--- src/rtl/raster_pkg.sv ---
package raster_pkg;
    typedef enum logic [1:0] {
        SIG_BLANK = 2'd0,
        SIG_SYNC  = 2'd1,
        SIG_BURST = 2'd2,
        SIG_PICT  = 2'd3
    } sig_kind_t;

    typedef enum logic [2:0] {
        LK_ACTIVE,
        LK_VB_PLAIN,
        LK_VB_INVERT,
        LK_VB_LEAD,
        LK_VB_TRAIL
    } line_kind_t;

    // Slot boundaries: first slot of each segment
    localparam int HS_SYNC_AT  = 7;
    localparam int HS_BACK_AT  = 24;
    localparam int HS_BURST_AT = 27;
    localparam int HS_GAP_AT   = 36;
    localparam int HS_PICT_AT  = 43;
    localparam int HS_HALF_AT  = 113;
endpackage

--- src/rtl/raster_counters.sv ---
module raster_counters #(
    parameter int SLOT_W = 9,
    parameter int LINE_W = 10
) (
    input  logic              clk,
    input  logic              rst_n,
    input  logic              slot_en,
    input  logic [SLOT_W-1:0] line_len,
    input  logic [LINE_W-1:0] field_len,
    output logic [SLOT_W-1:0] slot,
    output logic [LINE_W-1:0] line,
    output logic              line_adv,
    output logic [LINE_W-1:0] line_nx,
    output logic              line_end,
    output logic              field_start,
    output logic              odd_field
);
    logic last_slot, last_line;

    assign last_slot = (slot == line_len - SLOT_W'(1));
    assign last_line = (line == field_len - LINE_W'(1));
    assign line_adv  = slot_en && last_slot;
    assign line_nx   = last_line ? '0 : line + LINE_W'(1);

    always_ff @(posedge clk) begin
        if (!rst_n) begin
            slot        <= '0;
            line        <= '0;
            line_end    <= 1'b0;
            field_start <= 1'b0;
            odd_field   <= 1'b0;
        end else begin
            line_end    <= line_adv;
            field_start <= line_adv && last_line;
            if (slot_en)
                slot <= last_slot ? '0 : slot + SLOT_W'(1);
            if (line_adv)
                line <= line_nx;
            if (line_adv && last_line && field_len[0])
                odd_field <= ~odd_field;
        end
    end

    a_r2_hold: assert property (@(posedge clk) disable iff (!rst_n)
        !slot_en |=> $stable(slot) && $stable(line));
    a_r8_wrap_to_zero: assert property (@(posedge clk) disable iff (!rst_n)
        line_end |-> slot == '0);
    a_r9_field_with_line: assert property (@(posedge clk) disable iff (!rst_n)
        field_start |-> line_end && line == '0);
    a_r10_even_flag_low: assert property (@(posedge clk) disable iff (!rst_n)
        !field_len[0] |-> !odd_field);
endmodule

--- src/rtl/line_classifier.sv ---
module line_classifier
    import raster_pkg::*;
#(
    parameter int LINE_W = 10,
    parameter int VB_W   = 6
) (
    input  logic [LINE_W-1:0] line,
    input  logic [LINE_W-1:0] field_len,
    input  logic [VB_W-1:0]   vb_height,
    output line_kind_t        kind
);
    localparam int CW = LINE_W + 1;
    logic [CW-1:0] ln, ln_p1, mid, vbh;

    assign ln    = CW'(line);
    assign ln_p1 = ln + CW'(1);
    assign vbh   = CW'(vb_height);
    assign mid   = CW'(vb_height >> 1);

    always_comb begin
        if (ln >= vbh)
            kind = LK_ACTIVE;
        else if (field_len[0]) begin
            if (ln_p1 == mid)
                kind = LK_VB_LEAD;
            else if (ln == mid + CW'(2))
                kind = LK_VB_TRAIL;
            else if (ln >= mid && ln <= mid + CW'(1))
                kind = LK_VB_INVERT;
            else
                kind = LK_VB_PLAIN;
        end else begin
            if (ln_p1 >= mid && ln <= mid + CW'(1))
                kind = LK_VB_INVERT;
            else
                kind = LK_VB_PLAIN;
        end
    end
endmodule

--- src/rtl/slot_decoder.sv ---
module slot_decoder
    import raster_pkg::*;
#(
    parameter int SLOT_W = 9
) (
    input  line_kind_t        kind,
    input  logic [SLOT_W-1:0] slot,
    output sig_kind_t         sig
);
    int s;
    assign s = int'(slot);

    always_comb begin
        unique case (kind)
            LK_ACTIVE: begin
                if (s < HS_SYNC_AT)       sig = SIG_BLANK;
                else if (s < HS_BACK_AT)  sig = SIG_SYNC;
                else if (s < HS_BURST_AT) sig = SIG_BLANK;
                else if (s < HS_GAP_AT)   sig = SIG_BURST;
                else if (s < HS_PICT_AT)  sig = SIG_BLANK;
                else                      sig = SIG_PICT;
            end
            LK_VB_PLAIN:
                sig = (s >= HS_SYNC_AT && s < HS_BACK_AT) ? SIG_SYNC : SIG_BLANK;
            LK_VB_INVERT:
                sig = (s >= HS_SYNC_AT && s < HS_BACK_AT) ? SIG_BLANK : SIG_SYNC;
            LK_VB_LEAD:
                sig = (s < HS_HALF_AT) ? SIG_BLANK : SIG_SYNC;
            LK_VB_TRAIL:
                sig = (s < HS_HALF_AT) ? SIG_SYNC : SIG_BLANK;
            default:
                sig = SIG_BLANK;
        endcase
    end
endmodule

--- src/rtl/raster_sync_gen.sv ---
module raster_sync_gen
    import raster_pkg::*;
#(
    parameter int SLOT_W = 9,
    parameter int LINE_W = 10,
    parameter int VB_W   = 6,
    parameter int COL_W  = 16
) (
    input  logic              clk,
    input  logic              rst_n,
    input  logic              slot_en,
    input  logic [SLOT_W-1:0] cfg_line_len,
    input  logic [LINE_W-1:0] cfg_field_len,
    input  logic [VB_W-1:0]   cfg_vb_height,
    input  logic [COL_W-1:0]  colour0,
    output logic [1:0]        sig_kind,
    output logic [COL_W-1:0]  pix_colour,
    output logic [SLOT_W-1:0] slot_idx,
    output logic [LINE_W-1:0] line_idx,
    output logic              line_end,
    output logic              field_start,
    output logic              odd_field
);
    logic [SLOT_W-1:0] line_len_q;
    logic [LINE_W-1:0] field_len_q;
    logic [VB_W-1:0]   vb_height_q;
    logic              line_adv;
    logic [LINE_W-1:0] line_nx, cls_line, cls_field;
    logic [VB_W-1:0]   cls_vb;
    line_kind_t        cls_kind, kind_q;
    sig_kind_t         sig_w;

    // Configuration is captured only while reset is held
    always_ff @(posedge clk) begin
        if (!rst_n) begin
            line_len_q  <= cfg_line_len;
            field_len_q <= cfg_field_len;
            vb_height_q <= cfg_vb_height;
        end
    end

    raster_counters #(.SLOT_W(SLOT_W), .LINE_W(LINE_W)) u_cnt (
        .clk(clk), .rst_n(rst_n), .slot_en(slot_en),
        .line_len(line_len_q), .field_len(field_len_q),
        .slot(slot_idx), .line(line_idx),
        .line_adv(line_adv), .line_nx(line_nx),
        .line_end(line_end), .field_start(field_start),
        .odd_field(odd_field)
    );

    // During reset classify line 0 from the incoming configuration
    assign cls_line  = rst_n ? line_nx     : '0;
    assign cls_field = rst_n ? field_len_q : cfg_field_len;
    assign cls_vb    = rst_n ? vb_height_q : cfg_vb_height;

    line_classifier #(.LINE_W(LINE_W), .VB_W(VB_W)) u_cls (
        .line(cls_line), .field_len(cls_field), .vb_height(cls_vb),
        .kind(cls_kind)
    );

    // State register: line kind, transitions only on line wrap
    always_ff @(posedge clk) begin
        if (!rst_n)
            kind_q <= cls_kind;
        else if (line_adv)
            kind_q <= cls_kind;
    end

    slot_decoder #(.SLOT_W(SLOT_W)) u_dec (
        .kind(kind_q), .slot(slot_idx), .sig(sig_w)
    );

    // Output process
    always_comb begin
        sig_kind   = sig_w;
        pix_colour = (sig_w == SIG_PICT) ? colour0 : '0;
    end

    a_r3_burst_only_visible: assert property (@(posedge clk) disable iff (!rst_n)
        sig_kind == 2'd2 |-> kind_q == LK_ACTIVE);
    a_r4_pix_dark_outside_picture: assert property (@(posedge clk) disable iff (!rst_n)
        sig_kind != 2'd3 |-> pix_colour == '0);
    a_r8_kind_moves_on_wrap: assert property (@(posedge clk) disable iff (!rst_n)
        !$stable(kind_q) |-> line_end);
    a_r11_cfg_frozen: assert property (@(posedge clk) disable iff (!rst_n)
        rst_n |=> $stable(line_len_q) && $stable(field_len_q) && $stable(vb_height_q));
endmodule

--- config.mk ---
export PLATFORM = sky130hd
export DESIGN_NAME = raster_sync_gen
export DESIGN_NICKNAME = d
export VERILOG_FILES = /design/src/rtl/raster_pkg.sv /design/src/rtl/raster_counters.sv /design/src/rtl/line_classifier.sv /design/src/rtl/slot_decoder.sv /design/src/rtl/raster_sync_gen.sv
export SDC_FILE = /design/constraint.sdc
export NUM_CORES = 1
export LEC_CHECK = 0
export ABC_AREA = 1
export ABC_CLOCK_PERIOD_IN_PS = 9000
export BUFFER_PORTS_ARGS = -buffer_cell sky130_fd_sc_hd__buf_2
export CORE_AREA = 2 2 61 120
export CTS_CLUSTER_DIAMETER = 200
export DETAILED_ROUTE_END_ITERATION = 16
export DIE_AREA = 0 0 63 122
export PLACE_DENSITY_LB_ADDON = 0.2
export SETUP_SLACK_MARGIN = 0.4
export SYNTH_ARGS = -nofsm -noshare
export SYNTH_HDL_FRONTEND = slang
export SYNTH_SLANG_ARGS = --single-unit
--- constraint.sdc ---
create_clock -name clk -period 9 [get_ports clk]
set_clock_uncertainty 0.1 [all_clocks]
set_input_delay 0.9 -clock clk [delete_from_list [all_inputs] [get_ports clk]]
set_output_delay 0.9 -clock clk [all_outputs]
set_load 0.02 [all_outputs]
Yosys cells after proc, flatten, opt, wreduce, memory -nomap -nowiden. Index checks and enable logic that the tools add are counted.

Flip-flop bits (word level): 50. Input port bits: 44. Output and inout port bits: 40. Word-level logic and storage cells: 70.

$add $sub $neg: 7. Order comparisons: 11. Eq/ne operators: 10. Multiplexer cells: 24. Bitwise logic cells: 1. Reductions and logical operators: 7.

Operators with widths (count): $mux 10 (2); $lt 9x5->1 const B (2); $lt 9x6->1 const B (2); $mux 3 (6); $mux 16 (1); $mux 2 (7); $add 10x1->11 const B (1); $eq 10x11->1 (1); $eq 11x5->1 (1); $ge 11x5->1 (1); $le 10x11->1 (1); $add 10x1->10 const B (1); $eq 10x10->1 (1); $ge 10x5->1 (1); $ge 10x6->1 (1); $pmux 2 s5 (1); $sub 10x1->10 const B (1); $add 9x1->9 const B (1); $eq 9x9->1 (1); $ge 9x3->1 const B (1); $lt 9x3->1 const B (1); $lt 9x7->1 const B (1); $mux 9 (1); $sub 9x1->9 const B (1); other kinds (12) (22).

Longest topological paths before layout. Gate-level depths: netlist of the first run.

Depth after elaboration: 13. Depth in mapped cells: 27.

Modules after synthesis. A second synthesis of the first run with hierarchy kept.

Cell total of the unflattened synthesis: 686. Area total of the unflattened synthesis: 4274.1 um2.

Modules (own cells, without submodules): raster_counters (times used 1, cells each 304, area each 1790.5 um2, seq. area each 440.4 um2); raster_sync_gen (times used 1, cells each 137, area each 1136.1 um2, seq. area each 680.7 um2); line_classifier (times used 1, cells each 198, area each 1127.3 um2, seq. area each 0.0 um2); slot_decoder (times used 1, cells each 47, area each 220.2 um2, seq. area each 0.0 um2).

Worst setup path after synthesis of the first run. No wires, ideal clock.

Path type: input to register. Start point: in rst_n. End point: reg kind_q[0] (data pin). Library setup time: 0.253 ns. Data arrival time: 3.440 ns. Required time: 8.647 ns. Setup slack: 5.207 ns. Stages: 19. Buffers on the path: 2. Cell sequence: buf_2 buf_1 o21ai_0 inv_1 ha_1 xor2_1 ha_1 a21oi_1 o21ai_0 nand3_1 a31oi_1 o22ai_1 nand3_1 inv_1 nand2_1 nand2_1 inv_1 nor2_1 nor2_1.

Word-level cells in the longest chain between the ends: 11.

RTL lines: start, declared (RTL line raster_sync_gen.sv:10) `input logic rst_n,`; $mux 6 (*); net cls_vb[1] (RTL line raster_sync_gen.sv:29) `logic [VB_W-1:0] cls_vb;`; $add 5x1->6 (RTL line line_classifier.sv:28, line_classifier.sv:33); $le 10x11->1 (RTL line line_classifier.sv:28, line_classifier.sv:33); $logic_and 1x1->1 (RTL line line_classifier.sv:28) `else if (ln >= mid && ln <= mid + CW'(1))`; $mux 2 (RTL line line_classifier.sv:28); $mux 3 (RTL line line_classifier.sv:26) `else if (ln == mid + CW'(2))`; $mux 3 (RTL line line_classifier.sv:24) `if (ln_p1 == mid)`; $mux 3 (RTL line line_classifier.sv:23) `else if (field_len[0]) begin`; $mux 3 (*) (RTL line line_classifier.sv:21) `if (ln >= vbh)`; $mux 3 (RTL line raster_sync_gen.sv:65) `else if (line_adv)`; $mux 3 (*) (RTL line raster_sync_gen.sv:63) `if (!rst_n)`; end signal, assigned (RTL line raster_sync_gen.sv:64) `kind_q <= cls_kind;`; end signal, assigned (RTL line raster_sync_gen.sv:66) `kind_q <= cls_kind;`; end, declared (RTL line raster_sync_gen.sv:30) `line_kind_t cls_kind, kind_q;`.

Mark *: on every way through the listed nets, which the timed path passes. The rest lies on a longest branch. The select of a mux whose other input is x is not followed. A chain may end at the register's enable or synchronous reset.

Worst setup path after layout of the first run.
Start point: reg field_len_q[0]. End point: reg kind_q[1] (data pin).

Word-level cells in the longest chain between the ends: 13.

RTL lines: start, declared (RTL line raster_sync_gen.sv:25) `logic [LINE_W-1:0] field_len_q;`; start signal, assigned (RTL line raster_sync_gen.sv:37) `field_len_q <= cfg_field_len;`; branches (longest 10 deep; another with $add 10x1->11); $mux 3 (*) (RTL line line_classifier.sv:21); $mux 3 (RTL line raster_sync_gen.sv:65); $mux 3 (*) (RTL line raster_sync_gen.sv:63).

Every way passes the cells marked *. The select of a mux whose other input is x is not followed.

==> metrics.txt, run 1 <==
area leader, netlist edfxtp_1; Sequential Area roughly 1200 um2; #FFs+latches synth 50; Die Span X 63 um; synth top area cells edfxtp_1, dfxtp_1, ha_1, nand2_1, inv_1; Worst-Margin Slew 0.810 ns; Logic pwr share between 10% and 20%; wire length per cell 12.7 um; async set-reset flop share out of synthesis 0%; final worst path period need 4.40 ns; root buffer cell clkbuf_16; Post-CTS Hold Fix Bufs 0; WP data arrival approximately 4.4 ns; synth unique cells 48; Warnings, synthesis 0; Power per Cell Area 122 nW/um2; # fillers 646; Lkg Pwr 2.36 nW; initial drt markers 274; H-tree depth 2; dpl cell area 4440 um2; Vias/cell 5.19; Int Pwr approximately 0.00042 W; Clk pin slew, worst setup/hold paths 0.07 ns; type of element launching the critical path flop; Final GP Congestion about 0.9; Die Footprint 7690 um2; area of the multi-input gates 2350 um2; CTS Sinks 50; Critical Path RT 8.95 ns; final setup fails 0; GRT Total Usage about a quarter; Reg-to-Reg Start field_len_q[0]$_DFF_P_; nets@finish 695; via count 3,703; share of layout cells above drive strength 1 about a quarter; crit path max fanout 5; Mapped Nets between 600 and 700; critical setup path kind reg2reg; Critical path origin field_len_q[0]$_DFF_P_; Avg Inst Size Synth 7.36 um2; switching share of total power about a quarter; RSZ-0062 raised after global routing no; Detailed Place HPWL 7120 um; vias in the first global route between 3,000 and 4,000; core area 6830 um2; switching pwr about 0.00015 W; top-area cell type share of the netlist area 15.9%; predominant post-synthesis flop cell dfxtp_1; Global Route met1 Usage 30.3%; diode count 0; number of flops mapped to enable cells by yosys 21; fin area 4610 um2; clk buf depth 2; total I/O pin count 84; postcts setup bufs 0; Final Max Tran Viols 0; setup_tns 0 ns; Netlist Area Pre-Place 3960 um2; first-pass GRT wire length 15,400 um; largest net degree at the start of global routing 22; Starting Density 58.0%; clock network power share 37.8%; grt met2 use 43.4%; I/O Buffers 83; total gr overflow 0; sequential share of power 45.6%; normalized max-slew margin 45.4%; row count 43; Seq/Total Area, Yosys 30.6%; drt total wl around 9000 um; GR peak layer met2; antenna viol nets, final 0; Period Utilization, post-route 48.9%; Layout area overhead 16.4%; initial antenna violation count 0; max cap viols 0; hold depth 2; DRC violations left 0; Hold Path Origin vb_height_q[0]$_DFF_P_; Die Ht 122 um; status completed; Peak VDD IR 0.0828 mV; met3 usage 3.23%; most frequent cells in the layout nand2_1, inv_1, buf_2; Post-CTS Resized 0; CTS tree done; Max Fclk 0.227 GHz; Fin. Hold Viols 0; worst reg-to-reg path cell count 27; commonest non-fill, non-tap cell in the layout nand2_1; Hold Path Class reg2reg; Worst setup EP type flop; DR pass1 iterations 5; Gate Count Post-Synth 538; latest clock arrival within the worst-skew pair 0.29 ns; TritonCTS buffer count 5
cell families (layout without fill, tap and decap cells):
logic type,Yosys count,after routing,share of synthesized area [%]
simple gates,271,271,34.1
flops,50,50,30.6
fa+ha+maj,29,29,9.16
buf+inv,98,183,9.98
xor+xnor,29,29,6.41
compound gates,61,61,9.79
metrics by stage:
step | hold WS, ns | util [%] | setup slack, ns | std cells | power (W)
2_1_floorplan | 0.328 | - | 5.21 | 538 | 0.000329
3_3_place_gp | 0.351 | 65.0 | 4.46 | 705 | 0.000352
3_5_place_dp | 0.374 | 65.0 | 4.40 | 705 | 0.000355
4_1_cts | 0.393 | 67.4 | 4.64 | 713 | 0.000567
5_1_grt | 0.414 | 67.4 | 4.12 | 713 | 0.000592
6_report | 0.381 | 67.4 | 4.60 | 713 | 0.000564
power by group through the flow:
stage	clock network [W]	logic [W]	registers, W
2_1_floorplan	0	0.0000681	0.000261
3_3_place_gp	0	0.0000909	0.000262
3_5_place_dp	0	0.0000926	0.000262
4_1_cts	0.000216	0.0000938	0.000257
5_1_grt	0.000225	0.000108	0.000258
6_report	0.000213	0.0000937	0.000257
cells in the mapped netlist, types with 5 or more instances:
cell / instances
nor2_2: 13
inv_1: 84
ha_1: 29
xor2_1: 20
o22ai_1: 7
dfxtp_1: 29
xnor2_1: 9
nand2_2: 7
nor2_4: 6
a21oi_1: 9
nor3_1: 5
inv_2: 6
or2_2: 8
nor2_1: 70
edfxtp_1: 21
o21ai_0: 21
nand2_1: 94
nand4_1: 12
nand3_2: 6
nand3_1: 34
registers in the layout, summed over array words and instances, names as in the netlist:
name               cells
kind_q                 3
u_cnt.slot             9
u_cnt.line            10
line_len_q             9
u_cnt.line_end         1
u_cnt.odd_field        1
vb_height_q            6
u_cnt.field_start      1
field_len_q           10
worst paths after layout:
kind / endpoint / slack, ns
setup / recovery: kind_q[1]$_SDFFCE_PP0P_ / 4.60
hold / removal: vb_height_q[0]$_DFF_P_ / 0.38
setup reg to reg: kind_q[1]$_SDFFCE_PP0P_ / 4.60
hold reg to reg: vb_height_q[0]$_DFF_P_ / 0.38
per-layer routing:
metal / wire length (um) / vias to the layer above / part of all wire (%)
li1: - / 1926 / -
met1: 3870 / 1680 / 43
met2: 4620 / 85 / 51
met3: 385 / 12 / 4.2
met4: 191 / 0 / 2.1
met5: 0 / - / 0
worst max-delay path, stage by stage, from the launching register on:
cell	delay [ns]
dfxtp_1	0.41
inv_2	0.09
ha_1	0.30
inv_1	0.06
nand2_1	0.06
nand2_1	0.05
nor2_1	0.09
nand3_1	0.11
nor2_4	0.11
nand3_1	0.08
nor2_1	0.32
nor2_1	0.08
inv_1	0.08
nor2_1	0.08
ha_1	0.27
xor2_1	0.16
inv_1	0.06
ha_1	0.28
nand2_1	0.09
nor2_1	0.04
a211oi_1	0.20
nor2_1	0.06
a2111oi_0	0.51
nand3_1	0.14
o21bai_1	0.15
nand2_1	0.06
nand2_1	0.06
nor2_1	0.03
area by class of cell:
class                           count  area share, %
Clock buffer                        5           2.72
Clock inverter                      3          0.869
Inverter                           91           7.44
Multi-Input combinational cell    390           51.1
Sequential cell                    50           26.3
Tap cell                           90           2.44
Timing Repair Buffer               84           9.18
Note: power is estimated with default switching activity, not from simulation.
==> run 2, diff against run 1 <==
- ABC_CLOCK_PERIOD_IN_PS: 9000 -> 4200
- CORE_AREA: 2 2 61 120 -> 2 2 63 124
- DIE_AREA: 0 0 63 122 -> 0 0 65 126
- clock period: 9 -> 4.2 ns (I/O delays scaled with it)
==> run 2 against run 1 <==
  * Sequential cell count unchanged
  * Critical endpoint unchanged
  * Non-clock buffer count rose by 10
  * Fmax rose by 17%
  * Largest cell class unchanged
  * Power up 120%
  * Final cell count is 1.7% higher
==> metrics.txt, run 2 (same netlist as run 1, synthesis figures left out) <==
status completed; initial antenna violation count 0 (unchanged); latest clock arrival within the worst-skew pair 0.29 ns (about the same); final setup fails 0 (unchanged); vias in the first global route 3,976 (+13%); Die Footprint 8190 um2 (+6.6%); I/O Buffers 83 (unchanged); Fin. Hold Viols 0 (unchanged); commonest non-fill, non-tap cell in the layout nand2_1; via count 3,933 (+6.2%); Post-Route Utilization 66.9% (-0.51 points); Hold Path Class in2reg; RSZ-0062 raised after global routing yes; Worst-Margin Slew 1.11 ns (+0.298 ns); initial drt markers 250 (-8.8%); TritonCTS buffer count 5 (unchanged); first-pass GRT wire length 17,700 um (+15%); worst-path cell chain nor2_1 > nand2_1 > nand2_1 > a21oi_1 > nor2_2 > nand3_1 > nor2_2 > nor2_1 > inv_1 > nor2_4 > ha_4 > xor2_1 > inv_1 > ha_4 > nand2_4 > nor2_2 > a211oi_2 > nor2_1 > a2111oi_2 > nand3_1 > o21bai_1 > nand2_1 > nand2_1 > nor2_1; Final GP Congestion 0.914 (+1.1%); CTS Sinks 50 (unchanged); core area 7210 um2 (+5.5%); Die Span X 65 um (+3.2%); antenna viol nets, final 0 (unchanged); Critical Path Max Stage Delay 0.49 ns (-0.02 ns); row count 44 (+2.3%); Layout area overhead 21.9%; nets@finish 705 (+1.4%); root buffer cell clkbuf_16; Final Max Tran Viols 0 (unchanged); crit path max fanout 4 (-1); Die Ht 126 um (+3.3%); final worst path period need 3.77 ns (-0.637 ns); total I/O pin count 84 (unchanged); setup_tns 0 ns (unchanged); normalized max-slew margin 25.4% (-20 points); type of element launching the critical path flop; Peak VDD IR 0.188 mV (+130%); total gr overflow 0 (unchanged); wire length per cell 15.4 um (+21%); max cap viols 0 (unchanged); Power per Cell Area 259 nW/um2 (+110%); Vias/cell 5.42 (+4.5%); worst path bufs/invs 2 (-2); largest net degree at the start of global routing 22 (unchanged); H-tree depth 2 (unchanged); dpl cell area 4490 um2 (+1.1%); Max Fclk 0.265 GHz (+17%); share of layout cells above drive strength 1 28.9% (+5.0 points); most frequent cells in the layout nand2_1, buf_2, inv_1; Starting Density 54.9% (-3.0 points); Detailed Place HPWL 8840 um (+24%); Regs by FF count field_len_q: 10 flops, u_cnt.line: 10 flops; # fillers 614 (-5.0%); Worst setup EP type flop; critical setup path kind reg2reg; DRC violations left 0 (unchanged); CTS tree done; fin area 4830 um2 (+4.8%); Crit-path slowest cell edfxtp_1; Critical Path RT 4.15 ns (-4.80 ns); Period Utilization, post-route 89.7% (+41 points); delay-heaviest family, CP simple AND/OR/NAND/NOR gates; GRT Total Usage 27.8% (+3.0 points); Post-CTS Hold Fix Bufs 0 (unchanged); clk buf depth 2 (unchanged); DR pass1 iterations 4 (-1); diode count 0 (unchanged); Lkg Pwr 2.43 nW (+2.8%); WHS 0.197 ns (-0.184 ns); drt total wl 11,100 um (+23%); WP data arrival 3.71 ns (-0.65 ns); Clk pin slew, worst setup/hold paths 0.07 ns (about the same)
## run 2: cell types whose count changed in the layout (fill, tap and decap cells not counted), moves of 3 or more
cell     before  now
ha_4          0    4
inv_1        84   81
buf_4         1   11
ha_1         29   25
nand2_1      94   88
nor2_4        6    9
nor2_1       70   65
inv_2         6    9
nand2_2       7   11
## run 2: routing by layer
metal	track usage (%)	vias to the layer above	share of wire, %
met5	0	-	0
met4	20.2	0	6.9
met3	4.11	56	3.8
met2	54.5	135	57
met1	23.7	1797	32
li1	-	1945	-
## run 2: worst paths after layout
path	start	end	slack, ns	depth (start not counted)
worst max-delay path	field_len_q[3]$_DFFE_PN_	kind_q[1]$_SDFFCE_PP0P_	0.43	24
worst min-delay path	cfg_field_len[9]	field_len_q[9]$_DFFE_PN_	0.20	1
worst max register to register	field_len_q[3]$_DFFE_PN_	kind_q[1]$_SDFFCE_PP0P_	0.43	24
worst min register to register	vb_height_q[0]$_DFF_P_	vb_height_q[0]$_DFF_P_	0.38	2
## run 2: power by group
part           switching (W)  internal [W]
combinational       0.000138     0.0000970
sequential         0.0000214      0.000533
clock               0.000180      0.000282
total               0.000339      0.000912
## run 2: through the flow
step,setup slack [ns],power (W),cells
2_1_floorplan,0.460,0.000704,538
3_3_place_gp,0.201,0.000767,713
3_5_place_dp,0.103,0.000773,713
4_1_cts,0.420,0.00123,721
5_1_grt,0.118,0.00130,725
6_report,0.433,0.00125,725
## run 2: cell type report
| cell class | count | area, um2 | share of cell area [%] |
|---|---|---|---|
| Inverter | 91 | 343 | 7.10 |
| Multi-Input combinational cell | 390 | 2490 | 51.6 |
| Timing Repair Buffer | 94 | 498 | 10.3 |
| Tap cell | 92 | 115 | 2.38 |
| Clock inverter | 2 | 38.8 | 0.804 |
| Sequential cell | 50 | 1210 | 25.2 |
| Clock buffer | 6 | 129 | 2.67 |
## run 2: what timing repair did
action,4_1_cts,5_1_grt
setup buffers,0,4
gates resized for setup,6,28
pin swaps,2,12
setup endpoints to repair,2,3
==> run 3, diff against run 2 <==
- CORE_AREA: 2 2 63 124 -> 2 2 79 156
- DIE_AREA: 0 0 65 126 -> 0 0 81 158
==> run 3 against run 2 <==
  * Clock power is 13% lower
  * Critical path depth up 2
  * Power is 3.8% lower
  * Count of clock-buffer cells in the layout is 1 lower
  * Register-to-register slack lost 0.05 ns
  * First-iteration DRC count down 39%
  * Die area grew 56%
  * Critical endpoint unchanged
  * Highest routed layer unchanged
==> metrics.txt, run 3 (same netlist as run 1, synthesis figures left out) <==
Detailed Place HPWL 9440 um (+6.8%); CTS Sinks 50 (unchanged); GR peak layer met2; nets@finish 711 (+0.85%); initial antenna violation count 0 (unchanged); Lkg Pwr 2.46 nW (+1.3%); worst path bufs/invs 4 (+2); Hold Path End field_len_q[3]$_DFFE_PN_; wire length per cell 14.8 um (-3.6%); initial drt markers 152 (-39%); Critical Path RT 4.15 ns (about the same); Reg2Reg Setup Slack 0.39 ns (-0.05 ns); Die Ht 158 um (+25%); worst reg2reg path endpoint kind_q[1]$_SDFFCE_PP0P_; Hold Path Class in2reg; share of layout cells above drive strength 1 30.8% (+1.9 points); normalized max-slew margin 44.8% (+19 points); drt total wl 11,600 um (+4.2%); antenna viol nets, final 0 (unchanged); type of element launching the critical path flop; core area 11,600 um2 (+61%); Final Max Tran Viols 0 (unchanged); Vias/cell 4.93 (-9.2%); final worst path period need 3.81 ns (+0.0476 ns); Final GP Congestion 0.867 (-5.1%); final setup fails 0 (unchanged); Logic pwr share 20.4% (+1.6 points); row count 56 (+27%); Critical Path Max Stage Delay 0.49 ns (about the same); Reg-to-Reg Start field_len_q[3]$_DFFE_PN_; Die Footprint 12,800 um2 (+56%); Hold Path Origin cfg_field_len[3]; Period Utilization, post-route 90.8% (+1.1 points); setup_tns 0 ns (unchanged); Worst setup EP type flop; Crit-path slowest cell edfxtp_1; Fin. Hold Viols 0 (unchanged); Int Pwr 0.000857 W (-6.0%); H-tree depth 2 (unchanged); GRT Total Usage 18.6% (-9.2 points); DR pass1 iterations 4 (unchanged); Clk pin slew, worst setup/hold paths 0.07 ns (about the same); Max Fclk 0.262 GHz (-1.2%); crit path max fanout 4 (unchanged); Global Route met1 Usage 16.8% (-6.9 points); hold depth 1 (unchanged); critical setup path kind reg2reg; RSZ-0062 raised after global routing yes; switching pwr 0.000346 W (+2.1%); via count 3,862 (-1.8%); CTS tree done; dpl cell area 4560 um2 (+1.6%); delay-heaviest family, CP simple AND/OR/NAND/NOR gates; Power per Cell Area 243 nW/um2 (-6.3%); diode count 0 (unchanged); total I/O pin count 84 (unchanged); grt met2 use 37.0% (-17 points); first-pass GRT wire length 18,200 um (+3.2%); clk buf depth 2 (unchanged); status completed; root buffer cell clkbuf_16; Regs by FF count field_len_q: 10 flops, u_cnt.line: 10 flops; most used cell, CP nor2_4; Layout area overhead 25.2%; sequential share of power 46.1% (+1.8 points); Worst-Margin Slew 0.820 ns (-0.287 ns); largest net degree at the start of global routing 22 (unchanged); Peak VDD IR 0.278 mV (+48%); vias in the first global route 3,896 (-2.0%); max cap viols 0 (unchanged); clock network power share 33.6% (-3.3 points); Starting Density 34.0% (-21 points); most frequent cells in the layout nand2_1, buf_2, inv_1; Post-Route Utilization 42.6% (-24 points); total gr overflow 0 (unchanged); I/O Buffers 83 (unchanged); TritonCTS buffer count 5 (unchanged); Final Power 0.00120 W (-3.8%); met3 usage 1.77% (-2.3 points); latest clock arrival within the worst-skew pair 0.29 ns (about the same); worst reg-to-reg path cell count 26 (+8.3%); commonest non-fill, non-tap cell in the layout nand2_1; WP data arrival 3.77 ns (+0.06 ns); switching share of total power 28.8% (+1.7 points); DRC violations left 0 (unchanged); fin area 4960 um2 (+2.7%); Die Span X 81 um (+25%)
-- run 3: changes by cell type in the layout (fill, tap and decap cells not counted), sizes merged --
cell    delta
clkinv     +1
inv        +1
clkbuf     -1
bufinv     -1
buf        +6
-- run 3: worst max-delay path by stage --
stage,start,to,slack (ns),cells after the start
2_1_floorplan,field_len_q[0]$_DFF_P_,kind_q[1]$_SDFFCE_PP0P_,0.46,27
3_3_place_gp,field_len_q[0]$_DFF_P_,kind_q[1]$_SDFFCE_PP0P_,0.14,28
3_5_place_dp,field_len_q[0]$_DFF_P_,kind_q[1]$_SDFFCE_PP0P_,0.12,28
4_1_cts,field_len_q[1]$_DFFE_PN_,kind_q[1]$_SDFFCE_PP0P_,0.36,26
5_1_grt,field_len_q[3]$_DFFE_PN_,kind_q[1]$_SDFFCE_PP0P_,0.14,25
6_report,field_len_q[3]$_DFFE_PN_,kind_q[1]$_SDFFCE_PP0P_,0.39,26
-- run 3: worst register-to-register path: stages (launching register included) --
cell,delay [ns]
edfxtp_1,0.49
nor2_4,0.18
buf_12,0.12
nand2_2,0.06
nand3_2,0.07
nand2_2,0.06
nor2_4,0.12
nand3_2,0.11
nor2_4,0.13
nor2_1,0.05
inv_1,0.12
nor2_4,0.06
ha_4,0.20
xor2_1,0.16
inv_1,0.09
ha_4,0.24
nand2_4,0.07
nor2_2,0.04
a211oi_2,0.13
nor2_1,0.08
a2111oi_2,0.34
buf_4,0.18
nand3_1,0.08
o21bai_1,0.13
nand2_1,0.06
nand2_1,0.09
nor2_1,0.04
-- run 3: power groups by stage --
stage / Sequential, W / Clock (W) / Combinational (W)
2_1_floorplan: 0.000558 / 0 / 0.000146
3_3_place_gp: 0.000563 / 0 / 0.000211
3_5_place_dp: 0.000564 / 0 / 0.000214
4_1_cts: 0.000553 / 0.000413 / 0.000220
5_1_grt: 0.000557 / 0.000433 / 0.000274
6_report: 0.000554 / 0.000404 / 0.000245
-- run 3: per-layer routing --
layer | part of all wire [%] | up-vias
li1 | - | 1955
met1 | 35 | 1804
met2 | 57 | 70
met3 | 2.2 | 33
met4 | 6.3 | 0
met5 | 0 | -
-- run 3: final cells by class --
class / count / area (um2)
fillers: 1242 / 6670
multi-input cells: 390 / 2520
flip-flops and latches: 50 / 1210
repair buffers: 100 / 559
inverters: 91 / 343
well taps: 145 / 181
clock buffers: 5 / 125
clock inverters: 3 / 20.0
-- run 3: metrics by stage --
stage / hold WS [ns] / instances / setup slack, ns
after floorplan: 0.328 / 538 / 0.460
after global placement: 0.395 / 767 / 0.137
after detailed placement: 0.410 / 767 / 0.121
after CTS: 0.195 / 777 / 0.358
after global routing: 0.189 / 784 / 0.143
final: 0.202 / 784 / 0.385
-- run 3: what timing repair did --
item	in CTS	in global routing
hold buffers	0	0
setup buffers	2	7
setup endpoints to repair	2	3
hold endpoints to repair	0	0
pin swaps	2	12
gates resized for setup	8	37
